==> src/rtl/pwm_timer_pkg.sv <==
package pwm_timer_pkg;

  // Per-channel strobes sent from the register decoder to a count engine.
  typedef struct packed {
    logic lowWr;
    logic highWr;
    logic ctrlWr;
    logic eoiRd;
  } chStrobe_t;

  localparam int CTRL_W   = 4;
  localparam int EN_BIT   = 0;
  localparam int USER_BIT = 1;
  localparam int MASK_BIT = 2;
  localparam int PWM_BIT  = 3;

  // Address map (byte offsets)
  localparam int CH_STRIDE   = 'h14;
  localparam int OFS_LOW     = 'h00;
  localparam int OFS_CTRL    = 'h08;
  localparam int OFS_EOI     = 'h0C;
  localparam int VER_ADDR    = 'hAC;
  localparam int HIGH_BASE   = 'hB0;
  localparam int HIGH_STRIDE = 'h04;

endpackage

==> src/rtl/pwm_bank_regif.sv <==
module pwm_bank_regif
  import pwm_timer_pkg::*;
#(
  parameter int          NUM_CH  = 4,
  parameter int          CNT_W   = 32,
  parameter int          ADDR_W  = 8,
  parameter logic [31:0] VERSION = 32'h0001_0200
) (
  input  logic                             clk,
  input  logic                             rstN,
  input  logic                             busValid,
  input  logic                             busWrite,
  input  logic [ADDR_W-1:0]                busAddr,
  input  logic [NUM_CH-1:0][CNT_W-1:0]     lowVal,
  input  logic [NUM_CH-1:0][CNT_W-1:0]     highVal,
  input  logic [NUM_CH-1:0][CTRL_W-1:0]    ctrlVal,
  input  logic [NUM_CH-1:0]                statusVal,
  output chStrobe_t [NUM_CH-1:0]           strobe,
  output logic [31:0]                      busRdata
);

  logic wrAccess;
  logic rdAccess;
  logic [31:0] rdMux;

  assign wrAccess = busValid && busWrite;
  assign rdAccess = busValid && !busWrite;

  always_comb begin
    strobe = '0;
    rdMux  = '0;
    if (busAddr == ADDR_W'(VER_ADDR)) begin
      rdMux = VERSION;
    end
    for (int k = 0; k < NUM_CH; k++) begin
      if (busAddr == ADDR_W'(k * CH_STRIDE + OFS_LOW)) begin
        strobe[k].lowWr = wrAccess;
        rdMux = 32'(lowVal[k]);
      end
      if (busAddr == ADDR_W'(k * CH_STRIDE + OFS_CTRL)) begin
        strobe[k].ctrlWr = wrAccess;
        rdMux = 32'(ctrlVal[k]);
      end
      if (busAddr == ADDR_W'(k * CH_STRIDE + OFS_EOI)) begin
        strobe[k].eoiRd = rdAccess;
        rdMux = {31'b0, statusVal[k]};
      end
      if (busAddr == ADDR_W'(HIGH_BASE + k * HIGH_STRIDE)) begin
        strobe[k].highWr = wrAccess;
        rdMux = 32'(highVal[k]);
      end
    end
  end

  assign busRdata = rdAccess ? rdMux : '0;

  // Each access reaches at most one register of one channel.
  AST_ONE_TARGET: assert property (@(posedge clk) disable iff (!rstN)
    $onehot0(strobe)) else $error("decode hit several targets");

  // Reads never produce write strobes.
  AST_READ_NO_WRITE: assert property (@(posedge clk) disable iff (!rstN)
    rdAccess |-> ($countones(strobe) == $countones({NUM_CH{1'b0}} | {NUM_CH{1'b0}})) ||
                 $onehot(strobe)) else $error("read produced odd strobes");

endmodule

==> src/rtl/pwm_chan_engine.sv <==
module pwm_chan_engine
  import pwm_timer_pkg::*;
#(
  parameter int CNT_W = 32
) (
  input  logic              clk,
  input  logic              rstN,
  input  chStrobe_t         strobe,
  input  logic [CNT_W-1:0]  wrData,
  output logic [CNT_W-1:0]  lowVal,
  output logic [CNT_W-1:0]  highVal,
  output logic [CTRL_W-1:0] ctrlVal,
  output logic              statusVal,
  output logic              pwmOut,
  output logic              irqOut
);

  localparam logic [CNT_W-1:0] ONE_CNT = CNT_W'(1);

  logic [CNT_W-1:0]  lowReg;
  logic [CNT_W-1:0]  highReg;
  logic [CTRL_W-1:0] ctrlReg;
  logic [CNT_W-1:0]  cnt;
  logic              phaseHigh;
  logic              status;

  logic enable;
  logic userMode;
  logic pwmMode;
  logic term;
  logic periodEnd;

  assign enable    = ctrlReg[EN_BIT];
  assign userMode  = ctrlReg[USER_BIT];
  assign pwmMode   = ctrlReg[PWM_BIT];
  assign term      = (cnt <= ONE_CNT);
  assign periodEnd = enable && term && (pwmMode ? phaseHigh : 1'b1);

  // Register file of this channel
  always_ff @(posedge clk) begin
    if (!rstN) begin
      lowReg  <= '0;
      highReg <= '0;
      ctrlReg <= '0;
    end else begin
      if (strobe.lowWr)  lowReg  <= wrData;
      if (strobe.highWr) highReg <= wrData;
      if (strobe.ctrlWr) ctrlReg <= wrData[CTRL_W-1:0];
    end
  end

  // Count engine
  always_ff @(posedge clk) begin
    if (!rstN) begin
      cnt       <= '0;
      phaseHigh <= 1'b0;
    end else if (!enable) begin
      cnt       <= lowReg;
      phaseHigh <= 1'b0;
    end else if (term) begin
      if (pwmMode) begin
        phaseHigh <= !phaseHigh;
        cnt       <= phaseHigh ? lowReg : highReg;
      end else begin
        phaseHigh <= 1'b0;
        cnt       <= userMode ? lowReg : '1;
      end
    end else begin
      cnt <= cnt - ONE_CNT;
      if (!pwmMode) phaseHigh <= 1'b0;
    end
  end

  // End-of-period flag: a new expiry wins over the acknowledge read
  always_ff @(posedge clk) begin
    if (!rstN)              status <= 1'b0;
    else if (periodEnd)     status <= 1'b1;
    else if (strobe.eoiRd)  status <= 1'b0;
  end

  assign lowVal    = lowReg;
  assign highVal   = highReg;
  assign ctrlVal   = ctrlReg;
  assign statusVal = status;
  assign pwmOut    = phaseHigh;
  assign irqOut    = status && !ctrlReg[MASK_BIT];

  AST_IDLE_LOW: assert property (@(posedge clk) disable iff (!rstN)
    !enable |=> !pwmOut) else $error("pin high while disabled");

  AST_PHASE_FLIP: assert property (@(posedge clk) disable iff (!rstN)
    (enable && pwmMode && term) |=> (pwmOut != $past(pwmOut))) else $error("no toggle at expiry");

  AST_PHASE_HOLD: assert property (@(posedge clk) disable iff (!rstN)
    (enable && pwmMode && !term) |=> $stable(pwmOut)) else $error("toggle mid-phase");

  AST_TIMER_QUIET: assert property (@(posedge clk) disable iff (!rstN)
    (enable && !pwmMode) |=> !pwmOut) else $error("pin moved in timer mode");

  AST_FLAG_CAUSE: assert property (@(posedge clk) disable iff (!rstN)
    $rose(statusVal) |-> $past(enable && term)) else $error("flag set without expiry");

  AST_EOI_CLEAR: assert property (@(posedge clk) disable iff (!rstN)
    (strobe.eoiRd && !periodEnd) |=> !statusVal) else $error("acknowledge did not clear");

endmodule

==> src/rtl/pwm_timer_bank.sv <==
module pwm_timer_bank
  import pwm_timer_pkg::*;
#(
  parameter int          NUM_CH  = 4,
  parameter int          CNT_W   = 32,
  parameter int          ADDR_W  = 8,
  parameter logic [31:0] VERSION = 32'h0001_0200
) (
  input  logic              clk,
  input  logic              rstN,
  input  logic              busValid,
  input  logic              busWrite,
  input  logic [ADDR_W-1:0] busAddr,
  input  logic [31:0]       busWdata,
  output logic [31:0]       busRdata,
  output logic [NUM_CH-1:0] pwmOut,
  output logic [NUM_CH-1:0] irqOut
);

  chStrobe_t [NUM_CH-1:0]        strobe;
  logic [NUM_CH-1:0][CNT_W-1:0]  lowVal;
  logic [NUM_CH-1:0][CNT_W-1:0]  highVal;
  logic [NUM_CH-1:0][CTRL_W-1:0] ctrlVal;
  logic [NUM_CH-1:0]             statusVal;

  pwm_bank_regif #(
    .NUM_CH (NUM_CH),
    .CNT_W  (CNT_W),
    .ADDR_W (ADDR_W),
    .VERSION(VERSION)
  ) regif_i (
    .clk      (clk),
    .rstN     (rstN),
    .busValid (busValid),
    .busWrite (busWrite),
    .busAddr  (busAddr),
    .lowVal   (lowVal),
    .highVal  (highVal),
    .ctrlVal  (ctrlVal),
    .statusVal(statusVal),
    .strobe   (strobe),
    .busRdata (busRdata)
  );

  for (genvar k = 0; k < NUM_CH; k++) begin : g_chan
    pwm_chan_engine #(
      .CNT_W(CNT_W)
    ) engine_i (
      .clk      (clk),
      .rstN     (rstN),
      .strobe   (strobe[k]),
      .wrData   (busWdata[CNT_W-1:0]),
      .lowVal   (lowVal[k]),
      .highVal  (highVal[k]),
      .ctrlVal  (ctrlVal[k]),
      .statusVal(statusVal[k]),
      .pwmOut   (pwmOut[k]),
      .irqOut   (irqOut[k])
    );
  end

endmodule

==> config.mk <==
export PLATFORM = sky130hd
export DESIGN_NAME = pwm_timer_bank
export DESIGN_NICKNAME = d
export VERILOG_FILES = /design/src/rtl/pwm_timer_pkg.sv /design/src/rtl/pwm_bank_regif.sv /design/src/rtl/pwm_chan_engine.sv /design/src/rtl/pwm_timer_bank.sv
export SDC_FILE = /design/constraint.sdc
export NUM_CORES = 1
export LEC_CHECK = 0
export CAP_MARGIN = 10
export CORE_MARGIN = 2
export CORE_UTILIZATION = 47
export DETAILED_ROUTE_END_ITERATION = 10
export DONT_BUFFER_PORTS = 1
export PLACE_DENSITY_LB_ADDON = 0.08
export SLEW_MARGIN = 10
export SYNTH_ARGS = -nofsm -noshare
export SYNTH_HDL_FRONTEND = slang
export SYNTH_HIERARCHICAL = 1
export SYNTH_SLANG_ARGS = --single-unit
==> constraint.sdc <==
create_clock -name clk -period 2.3 [get_ports clk]
set_input_delay 0.115 -clock clk [delete_from_list [all_inputs] [get_ports clk]]
set_output_delay 0.115 -clock clk [all_outputs]
set_load 0.01 [all_outputs]
==> results of run 1 <==
## Yosys cell counts (13+ instances only)
cell / count / area [sq um]
o22a_1: 20 / 175
buf_1: 30 / 113
o221ai_1: 23 / 201
or3_1: 17 / 106
nor2b_1: 285 / 1780
o211ai_1: 13 / 97.6
o211a_1: 20 / 200
o22ai_1: 28 / 175
nand4_1: 20 / 125
a221o_1: 22 / 220
nand4b_1: 14 / 123
and2_1: 20 / 125
clkbuf_1: 147 / 552
xor2_1: 52 / 455
nor4_1: 45 / 282
dfxtp_1: 408 / 8170
nor3_1: 76 / 380
a22oi_1: 58 / 435
nor2_1: 86 / 323
xnor2_1: 36 / 315
o21ai_0: 57 / 285
a21oi_1: 88 / 440
a41oi_1: 25 / 219
buf_2: 35 / 175
nand2_1: 288 / 1080
o41ai_1: 16 / 140
mux2i_1: 272 / 2720
or4_1: 26 / 195
a32o_1: 76 / 761
or2_2: 16 / 100
nand3_1: 72 / 360
a32oi_1: 18 / 158
inv_1: 20 / 75.1
## power by group through the flow
stage          Combinational (W)  Clock, W  Sequential (W)
2_1_floorplan           0.000351         0         0.00723
3_3_place_gp            0.000392         0         0.00723
3_5_place_dp            0.000394         0         0.00723
4_1_cts                 0.000634   0.00795         0.00708
5_1_grt                 0.000675   0.00823         0.00707
6_report                0.000663   0.00792         0.00707
## repair_timing
| item | 4_1_cts | 5_1_grt |
|---|---|---|
| buffers inserted | 0 | 9 |
| endpoints found under the hold margin | 311 | 0 |
| hold buffers | 159 | 0 |
| setup endpoints to repair | 31 | 130 |
| pin swaps | 5 | 25 |
| resized for setup | 32 | 54 |
## cell type report
| class | instances | area, sq um |
|---|---|---|
| antenna | 1 | 2.50 |
| clock buffer | 69 | 1360 |
| clock inverter | 16 | 239 |
| fill | 4227 | 19700 |
| inverter | 20 | 75.1 |
| multi-input combinational | 1952 | 13900 |
| sequential | 408 | 8200 |
| tap | 615 | 769 |
| timing repair buffer | 377 | 3550 |
## worst paths after layout
path | endpoint | start | depth (start not counted)
max | busRdata[30] | g_chan[1].engine_i/highVal[30]$_SDFFE_PN0P_ | 6
min | g_chan[1].engine_i/ctrlVal[2]$_SDFFE_PN0P_ | busValid | 3
max reg2reg | g_chan[2].engine_i/cnt[30]$_SDFF_PN0_ | g_chan[2].engine_i/cnt[28]$_SDFF_PN0_ | 6
min reg2reg | g_chan[1].engine_i/cnt[18]$_SDFF_PN0_ | g_chan[1].engine_i/lowVal[18]$_SDFFE_PN0P_ | 2
## state kept, by name, indices dropped and copies added (netlist names)
register,count
g_chan.engine_i/highVal,128
g_chan.engine_i/lowVal,128
g_chan.engine_i/statusVal,4
g_chan.engine_i/pwmOut,4
g_chan.engine_i/cnt,128
g_chan.engine_i/ctrlVal,16
## through the flow
step	hold WS (ps)	utilization [%]	setup WS (ps)	std cells
4_1_cts	4.23	58.2	-97.1	3449
5_1_grt	46.5	58.8	-88.7	3458
3_3_place_gp	280	51.2	-47.0	3205
2_1_floorplan	285	-	15.7	2611
3_5_place_dp	283	51.2	-83.2	3205
6_report	30.0	58.8	-43.9	3458
## tightest hold or removal path, cell delays in order
cell and delay (ps):
and3_1 230, mux2i_1 180, nor2b_1 60
## cells by family after synthesis
group                    share of synthesized area (%)
flip-flops                                        36.0
buffers and inverters                             4.80
XOR/XNOR                                          3.39
multiplexers                                      12.1
AND/OR/NAND/NOR                                   24.4
adder cells (fa/ha/maj)                          0.441
AO/OA/AOI/OAI                                     18.9
## per-layer routing
layer	routed length [um]	vias to the layer above
met5	13	-
met2	40300	1089
met4	5250	2
li1	-	10019
met1	38700	10854
met3	7840	243
==> flow_summary.yaml, run 1 <==
worst_setup_path:
  critPathMaxFanout: 2
  cp_num_buf_inv: 1
  worstSetupStartpointType: "register"
  arrival_ps: 2230
  critical_path_required_ps: 2180
  regToRegSetupSlack_ps: 40
  worstPathCellList: "a22o_1, a222oi_1, nand2_1, o211ai_1, a21oi_2, buf_4"
  cpMaxStageDelayCell: "a222oi_1"
  critPathMaxStageDelay_ps: 390
  critPathKind: "register to output port"
  critPathTopFamily: "compound AO/OA/AOI/OAI gates"
  end_kind: "output port"
sta:
  worstMarginPinSlew_ps: 1120
  min_period_over_period_pct: 102
  setup_violations: 4
  max_freq_mhz: 427
  fin_setup_tns_ps: -98.4
  rsz0062_at_grt: "yes"
  setup_ws_ps: -43.9
  report.final.hold_viol_count: 0
  relSlewSlack_pct: 25.3
  slew_viol_final: 0
  min_period_ps: 2340
  fin_skew_ps: 14.5
floorplanning:
  design.core.area_sq_um: 47700
  std_cell_rows: 80
  initial_utilization_pct: 47.6
  fp.dieW_um: 224
  die_y_um: 224
  pin_count: 84
  dieArea_sq_um: 50100
routing:
  vias: 22207
  first_pass_iters: 6
  routedWlPerCell_um: 26.6
  drc: 0
  ant_nets: 0
  drt-vias-per-instance: 6.42
  drt_wl_total_um: 92100
  drt_iter0_markers: 2588
synthesis:
  synth_cell_types: 72
  synth_edf_count: 0
  syn_inst: 2611
  yosys_warnings: 6
  syn_nets: 2663
  synth_area_sq_um: 22700
  synth_flop_cell: "dfxtp_1"
  yosysSeqAreaShare_pct: 36.0
  ys_ff_latch: 408
  postSynth.asyncResetShare_pct: 0
  avgSynthCellArea_sq_um: 8.70
clock_network:
  cts_tree: "yes"
  clockRootBuffer: "clkbuf_16"
  htreeDepth: 2
  clk_pin_slew_ps: 60
  clock_sinks: 408
  clk_latency_ps: 600
  numCtsBuffers: 47
  ctsLongestPathBuffers: 3
global_route:
  grt_pass1_vias: 20899
  grtUsageMet2_pct: 54.8
  gr-total-overflow: 0
  use_met1_pct: 48.4
  grt_max_degree: 188
  grt_pass1_wl_um: 136000
  grt_use_total_pct: 35.9
  antenna_found_initial: 5
  top_usage_layer: "met2"
  grt.met3_usage_pct: 6.72
cells_and_area:
  final_common_cell: "dfxtp_1"
  final_layout_size_suffix_gt1_share_pct: 14.5
  fin_nets: 2858
  design_area_sq_um: 28100
  final_cell_mix: "dfxtp_1 (395), nand2_1 (288), nor2b_1 (281), mux2i_1 (272), buf_4 (192)"
  syn2layout_area_growth_pct: 23.6
pwr:
  p_int_w: 0.0121
  p_sw_w: 0.00358
  irDropWorstVdd_uv: 532
  swShare_pct: 22.9
  p_seq_share_pct: 45.2
  total_power_w: 0.0157
  p_leak_nw: 10.1
  power_density_nw_per_um2: 558
  combPwrFrac_pct: 4.2
  pwr-share-clk_pct: 50.6
run:
  maxCapViolations: 0
placement:
  routabilityCongestion: 0.997
  port_buffers: 0
  dpl.hpwl_um: 63600
  dpl_cell_area_sq_um: 24400
worst_hold_path:
  hp-class: "input port to register"
status:
  status: "complete, but fails checks"
  violations: "negative setup slack"
Note: power is estimated with default switching activity, not from simulation.
==> run 2: changes to the inputs <==
CELL_PAD_IN_SITES_DETAIL_PLACEMENT = 1   (was default)
CELL_PAD_IN_SITES_GLOBAL_PLACEMENT = 2   (was default)
CORE_UTILIZATION = 36   (was 47)
==> run 2 against run 1 <==
  * The flow still finishes with violations (negative setup slack)
  * Global-route usage shrank 3.7 points
  * Cell count grew 7.8%
  * Count of clock-buffer cells in the layout shrank 6
  * Core utilization shrank 13 points
  * Routed wire length grew 17%
  * Critical path type unchanged
  * Highest routed layer unchanged
==> flow_summary.yaml, run 2 (synthesized netlist as in run 1, its figures left out) <==
global_route:
  grt_max_degree: 189
  grt_pass1_vias: 22523
  grt_use_total_pct: 32.2
  grt_pass1_wl_um: 155000
  antenna_found_initial: 14
  gr-total-overflow: 0
clock_network:
  htreeDepth: 2
  clk_pin_slew_ps: 60
  numCtsBuffers: 49
  clock_sinks: 408
  cts_tree: "yes"
  clockRootBuffer: "clkbuf_16"
  ctsLongestPathBuffers: 3
  clk_latency_ps: 620
sta:
  slew_viol_final: 0
  min_period_ps: 2360
  max_freq_mhz: 424
  setup_violations: 5
  hold_ws_ps: 37.5
  report.final.hold_viol_count: 0
  min_period_over_period_pct: 102
  relSlewSlack_pct: 34.3
  setup_ws_ps: -55.7
  fin_skew_ps: 22.4
  fin_setup_tns_ps: -110
  worstMarginPinSlew_ps: 982
  rsz0062_at_grt: "yes"
worst_setup_path:
  critPathKind: "register to output port"
  end_kind: "output port"
  critPathMaxFanout: 3
  critPathMaxStageDelay_ps: 360
  arrival_ps: 2240
  cpMaxStageDelayCell: "dfxtp_2"
  worstSetupStartpointType: "register"
  critical_path_required_ps: 2180
  worstPathCellList: "a22o_1, a222oi_1, nand2_1, o211ai_1, a21oi_2, buf_4"
cells_and_area:
  design_area_sq_um: 29000
  fin_nets: 2888
  fill_cells: 7129
  final_cell_mix: "dfxtp_1 (385), nand2_1 (285), nor2b_1 (281), mux2i_1 (272), buf_4 (213)"
  final_layout_size_suffix_gt1_share_pct: 17.6
  fin_util_pct: 46.2
  final_common_cell: "dfxtp_1"
  syn2layout_area_growth_pct: 27.7
floorplanning:
  pin_count: 84
  die_y_um: 255
  design.core.area_sq_um: 62700
  initial_utilization_pct: 36.2
  fp.dieW_um: 255
  std_cell_rows: 92
  dieArea_sq_um: 65100
placement:
  dpl_cell_area_sq_um: 24800
  routabilityCongestion: 0.980
  dpl.hpwl_um: 74300
  port_buffers: 0
pwr:
  power_density_nw_per_um2: 553
  irDropWorstVdd_uv: 433
  p_leak_nw: 10.3
routing:
  routedWlPerCell_um: 28.9
  ant_nets: 0
  drt_iter0_markers: 1835
  drc: 0
  drt_wl_total_um: 108000
  first_pass_iters: 6
  vias: 22291
  drt-vias-per-instance: 5.98
status:
  status: "complete, but fails checks"
  violations: "negative setup slack"
worst_hold_path:
  hp-class: "input port to register"
run:
  maxCapViolations: 0
## run 2: cell count changes in the layout (fill, tap and decap cells not counted), moves of 6 or more
cell | previous run | this run
clkinv_2 | 7 | 13
diode_2 | 1 | 9
clkbuf_1 | 12 | 5
dfxtp_2 | 7 | 14
buf_4 | 192 | 213
dfxtp_1 | 395 | 385
## run 2: stage by stage
step / setup WS, ps / cells / power, W
2_1_floorplan: 15.7 / 2611 / 0.00758
3_3_place_gp: -199 / 3448 / 0.00764
3_5_place_dp: -130 / 3448 / 0.00764
4_1_cts: -41.3 / 3702 / 0.0161
5_1_grt: -142 / 3727 / 0.0165
6_report: -55.7 / 3728 / 0.0160
## run 2: layer usage
metal	vias to the layer above	routed length (um)	track usage (%)
li1	10076	-	-
met1	11377	47500	42.7
met2	623	49300	51.2
met3	213	5490	5.31
met4	2	5340	15.0
met5	-	13	0
## run 2: cell type report
class / count / area, sq um / share of cell area (%)
antenna: 9 / 22.5 / 0.0777
clock buffer: 63 / 1380 / 4.76
clock inverter: 25 / 290 / 1.00
inverter: 20 / 75.1 / 0.259
multi-input combinational: 1954 / 14200 / 49.0
sequential: 408 / 8220 / 28.3
tap: 846 / 1060 / 3.65
timing repair buffer: 403 / 3760 / 13.0
## run 2: path summary, 6_finish.rpt
check	slack [ps]	depth (start not counted)	startpoint	to
hold / removal	40	3	busWrite	g_chan[1].engine_i/ctrlVal[2]$_SDFFE_PN0P_
hold reg to reg	520	2	g_chan[1].engine_i/statusVal$_SDFFE_PN0P_	g_chan[1].engine_i/statusVal$_SDFFE_PN0P_
setup / recovery	-60	6	g_chan[1].engine_i/highVal[30]$_SDFFE_PN0P_	busRdata[30]
setup reg to reg	30	5	g_chan[1].engine_i/cnt[28]$_SDFF_PN0_	g_chan[1].engine_i/cnt[30]$_SDFF_PN0_
## run 2: where the power goes
part	internal, W	switching [W]	leakage (nW)	total (W)
sequential	0.00706	0.00000709	3.30	0.00707
clock	0.00480	0.00343	0.823	0.00824
combinational	0.000268	0.000464	6.20	0.000732
total	0.0121	0.00390	10.3	0.0160
## run 2: critical path, delay by kind of cell, from the launching register on
family                 cells  cell delay (ps)
and+or+nand+nor            1              230
DFF                        1              360
AOI/OAI and AO/OA          4              860
buffers and inverters      1              170
## run 2: timing repair
item	4_1_cts	5_1_grt
gates cloned	0	4
pin swaps	22	30
hold endpoints to repair	325	0
setup buffers	8	13
resized for setup	81	84
setup endpoints to repair	123	129
hold buffers	161	0
==> run 3: changes to the inputs <==
CORE_UTILIZATION = 30   (was 36)
CTS_BUF_LIST = sky130_fd_sc_hd__clkbuf_16   (was default)
==> run 3 against run 2 <==
  * The run still ends with negative setup slack left
  * Cell area up 3.1%
  * Global-route usage is 4.3 points lower
  * Combinational power rose by 7.5%
  * Largest cell class unchanged
  * Die area up 20%
  * Non-clock buffer count up 34
  * Total power up 2.9%
==> flow_summary.yaml, run 3 (synthesized netlist as in run 1, its figures left out) <==
clock_network:
  clk_pin_slew_ps: 60
  ctsLongestPathBuffers: 3
  numCtsBuffers: 52
  cts_tree: "yes"
  htreeDepth: 2
  clock_sinks: 408
  clk_latency_ps: 620
  clockRootBuffer: "clkbuf_16"
sta:
  hold_ws_ps: 19.9
  setup_violations: 8
  slew_viol_final: 0
  min_period_over_period_pct: 103
  worstMarginPinSlew_ps: 984
  rsz0062_at_grt: "yes"
  max_freq_mhz: 421
  fin_skew_ps: 26.9
  min_period_ps: 2370
  setup_ws_ps: -74.7
  report.final.hold_viol_count: 0
  relSlewSlack_pct: 34.2
cells_and_area:
  fill_cells: 8452
  ff_latch_area_sq_um: 8240
  instances_no_fill: 3890
  fin_nets: 2924
  final_layout_size_suffix_gt1_share_pct: 19.7
  syn2layout_area_growth_pct: 31.6
  multiInputGateArea_sq_um: 14400
  final_common_cell: "dfxtp_1"
  final_cell_mix: "dfxtp_1 (372), nor2b_1 (281), mux2i_1 (272), nand2_1 (267), buf_4 (233)"
status:
  violations: "negative setup slack"
  status: "complete, but fails checks"
global_route:
  antenna_found_initial: 20
  grt_pass1_vias: 22794
  gr-total-overflow: 0
  grt_pass1_wl_um: 162000
  grt_use_total_pct: 28.0
  grt_max_degree: 187
floorplanning:
  die_y_um: 279
  pin_count: 84
  dieArea_sq_um: 77900
  initial_utilization_pct: 30.4
  std_cell_rows: 100
  design.core.area_sq_um: 74700
  fp.dieW_um: 279
pwr:
  p_leak_nw: 10.7
  power_density_nw_per_um2: 552
  total_power_w: 0.0165
  irDropWorstVdd_uv: 485
placement:
  routabilityCongestion: 0.923
  placed_cells: 3594
  port_buffers: 0
  dp_slack_ps: -129
  dpl.hpwl_um: 79300
routing:
  drc: 0
  ant_nets: 0
  drt_wl_total_um: 114000
  vias: 22334
  first_pass_iters: 8
  drt-vias-per-instance: 5.74
  routedWlPerCell_um: 29.2
  drt_iter0_markers: 1530
worst_setup_path:
  end_kind: "output port"
  worstPathCellList: "a22o_1, a222oi_1, nand2_1, o211ai_1, a21oi_2, buf_4"
  critPathMaxStageDelay_ps: 340
  cpMaxStageDelayCell: "dfxtp_4"
  critical_path_required_ps: 2180
  arrival_ps: 2260
  critPathMaxFanout: 2
  critPathKind: "register to output port"
  cp_num_buf_inv: 1
  worstSetupStartpointType: "register"
  regToRegSetupSlack_ps: -40
  critPathTopFamily: "compound AO/OA/AOI/OAI gates"
run:
  maxCapViolations: 0
worst_hold_path:
  hp-class: "input port to register"
==> run 3: cell types whose count changed in the layout (fill, tap and decap cells not counted), moves of 6 or more <==
| cell | change |
|---|---|
| a22oi_1 | -6 |
| a22oi_2 | +6 |
| a41oi_1 | -7 |
| buf_12 | +9 |
| buf_4 | +20 |
| clkbuf_16 | +7 |
| clkbuf_8 | -8 |
| clkinv_1 | +12 |
| dfxtp_1 | -13 |
| dfxtp_2 | +10 |
| inv_1 | +6 |
| nand2_1 | -18 |
| nand2_2 | +10 |
| nand2_4 | +8 |
==> run 3: final timing paths <==
kind	to	cells after the start	start
worst min-delay path	g_chan[0].engine_i/cnt[18]$_SDFF_PN0_	3	rstN
worst max-delay path	busRdata[30]	6	g_chan[1].engine_i/highVal[30]$_SDFFE_PN0P_
worst max register to register	g_chan[1].engine_i/cnt[29]$_SDFF_PN0_	7	g_chan[1].engine_i/cnt[28]$_SDFF_PN0_
worst min register to register	g_chan[1].engine_i/statusVal$_SDFFE_PN0P_	2	g_chan[1].engine_i/statusVal$_SDFFE_PN0P_
==> run 3: cell type report <==
class,instances,share of cell area [%]
inverter,20,0.251
clock inverter,44,1.54
sequential,408,27.6
multi-input combinational,1953,48.1
antenna,7,0.0586
tap,969,4.06
clock buffer,52,4.35
timing repair buffer,437,14.1
==> run 3: through the flow <==
stage	util [%]	setup TNS, ps	area, sq um
floorplan	-	0	22700
global placement	33.7	-1060	25200
detailed placement	33.7	-1680	25200
CTS	38.8	-250	29000
global route	40.0	-1850	29900
finish	40.0	-263	29900
==> run 3: timing repair <==
item | CTS | global route
pin swaps | 23 | 63
hold endpoints to repair | 308 | 1
cloned | 0 | 10
hold buffers | 159 | 1
setup buffers | 9 | 18
resized for setup | 96 | 129
endpoints found under the setup margin | 108 | 135
==> run 3: power breakdown <==
part	switching [W]	total, W	internal (W)
Combinational	0.000500	0.000787	0.000288
Clock	0.00352	0.00865	0.00513
Sequential	0.00000702	0.00706	0.00706
Total	0.00402	0.0165	0.0125
==> run 3: worst reg2reg max path: stages, from the launching register on <==
cell	delay, ps
dfxtp_2	320
or3_4	380
or3_4	380
nor4_4	390
buf_4	220
clkbuf_16	170
nand4_1	110
a32o_1	260
==> run 3: per-layer routing <==
metal / vias to the layer above / track usage, % / part of all wire, %
met4: 4 / 9.39 / 3.5
li1: 10168 / - / -
met1: 11425 / 37.4 / 46
met5: - / 0 / 0.022
met2: 557 / 45.7 / 46
met3: 180 / 4.43 / 4.7
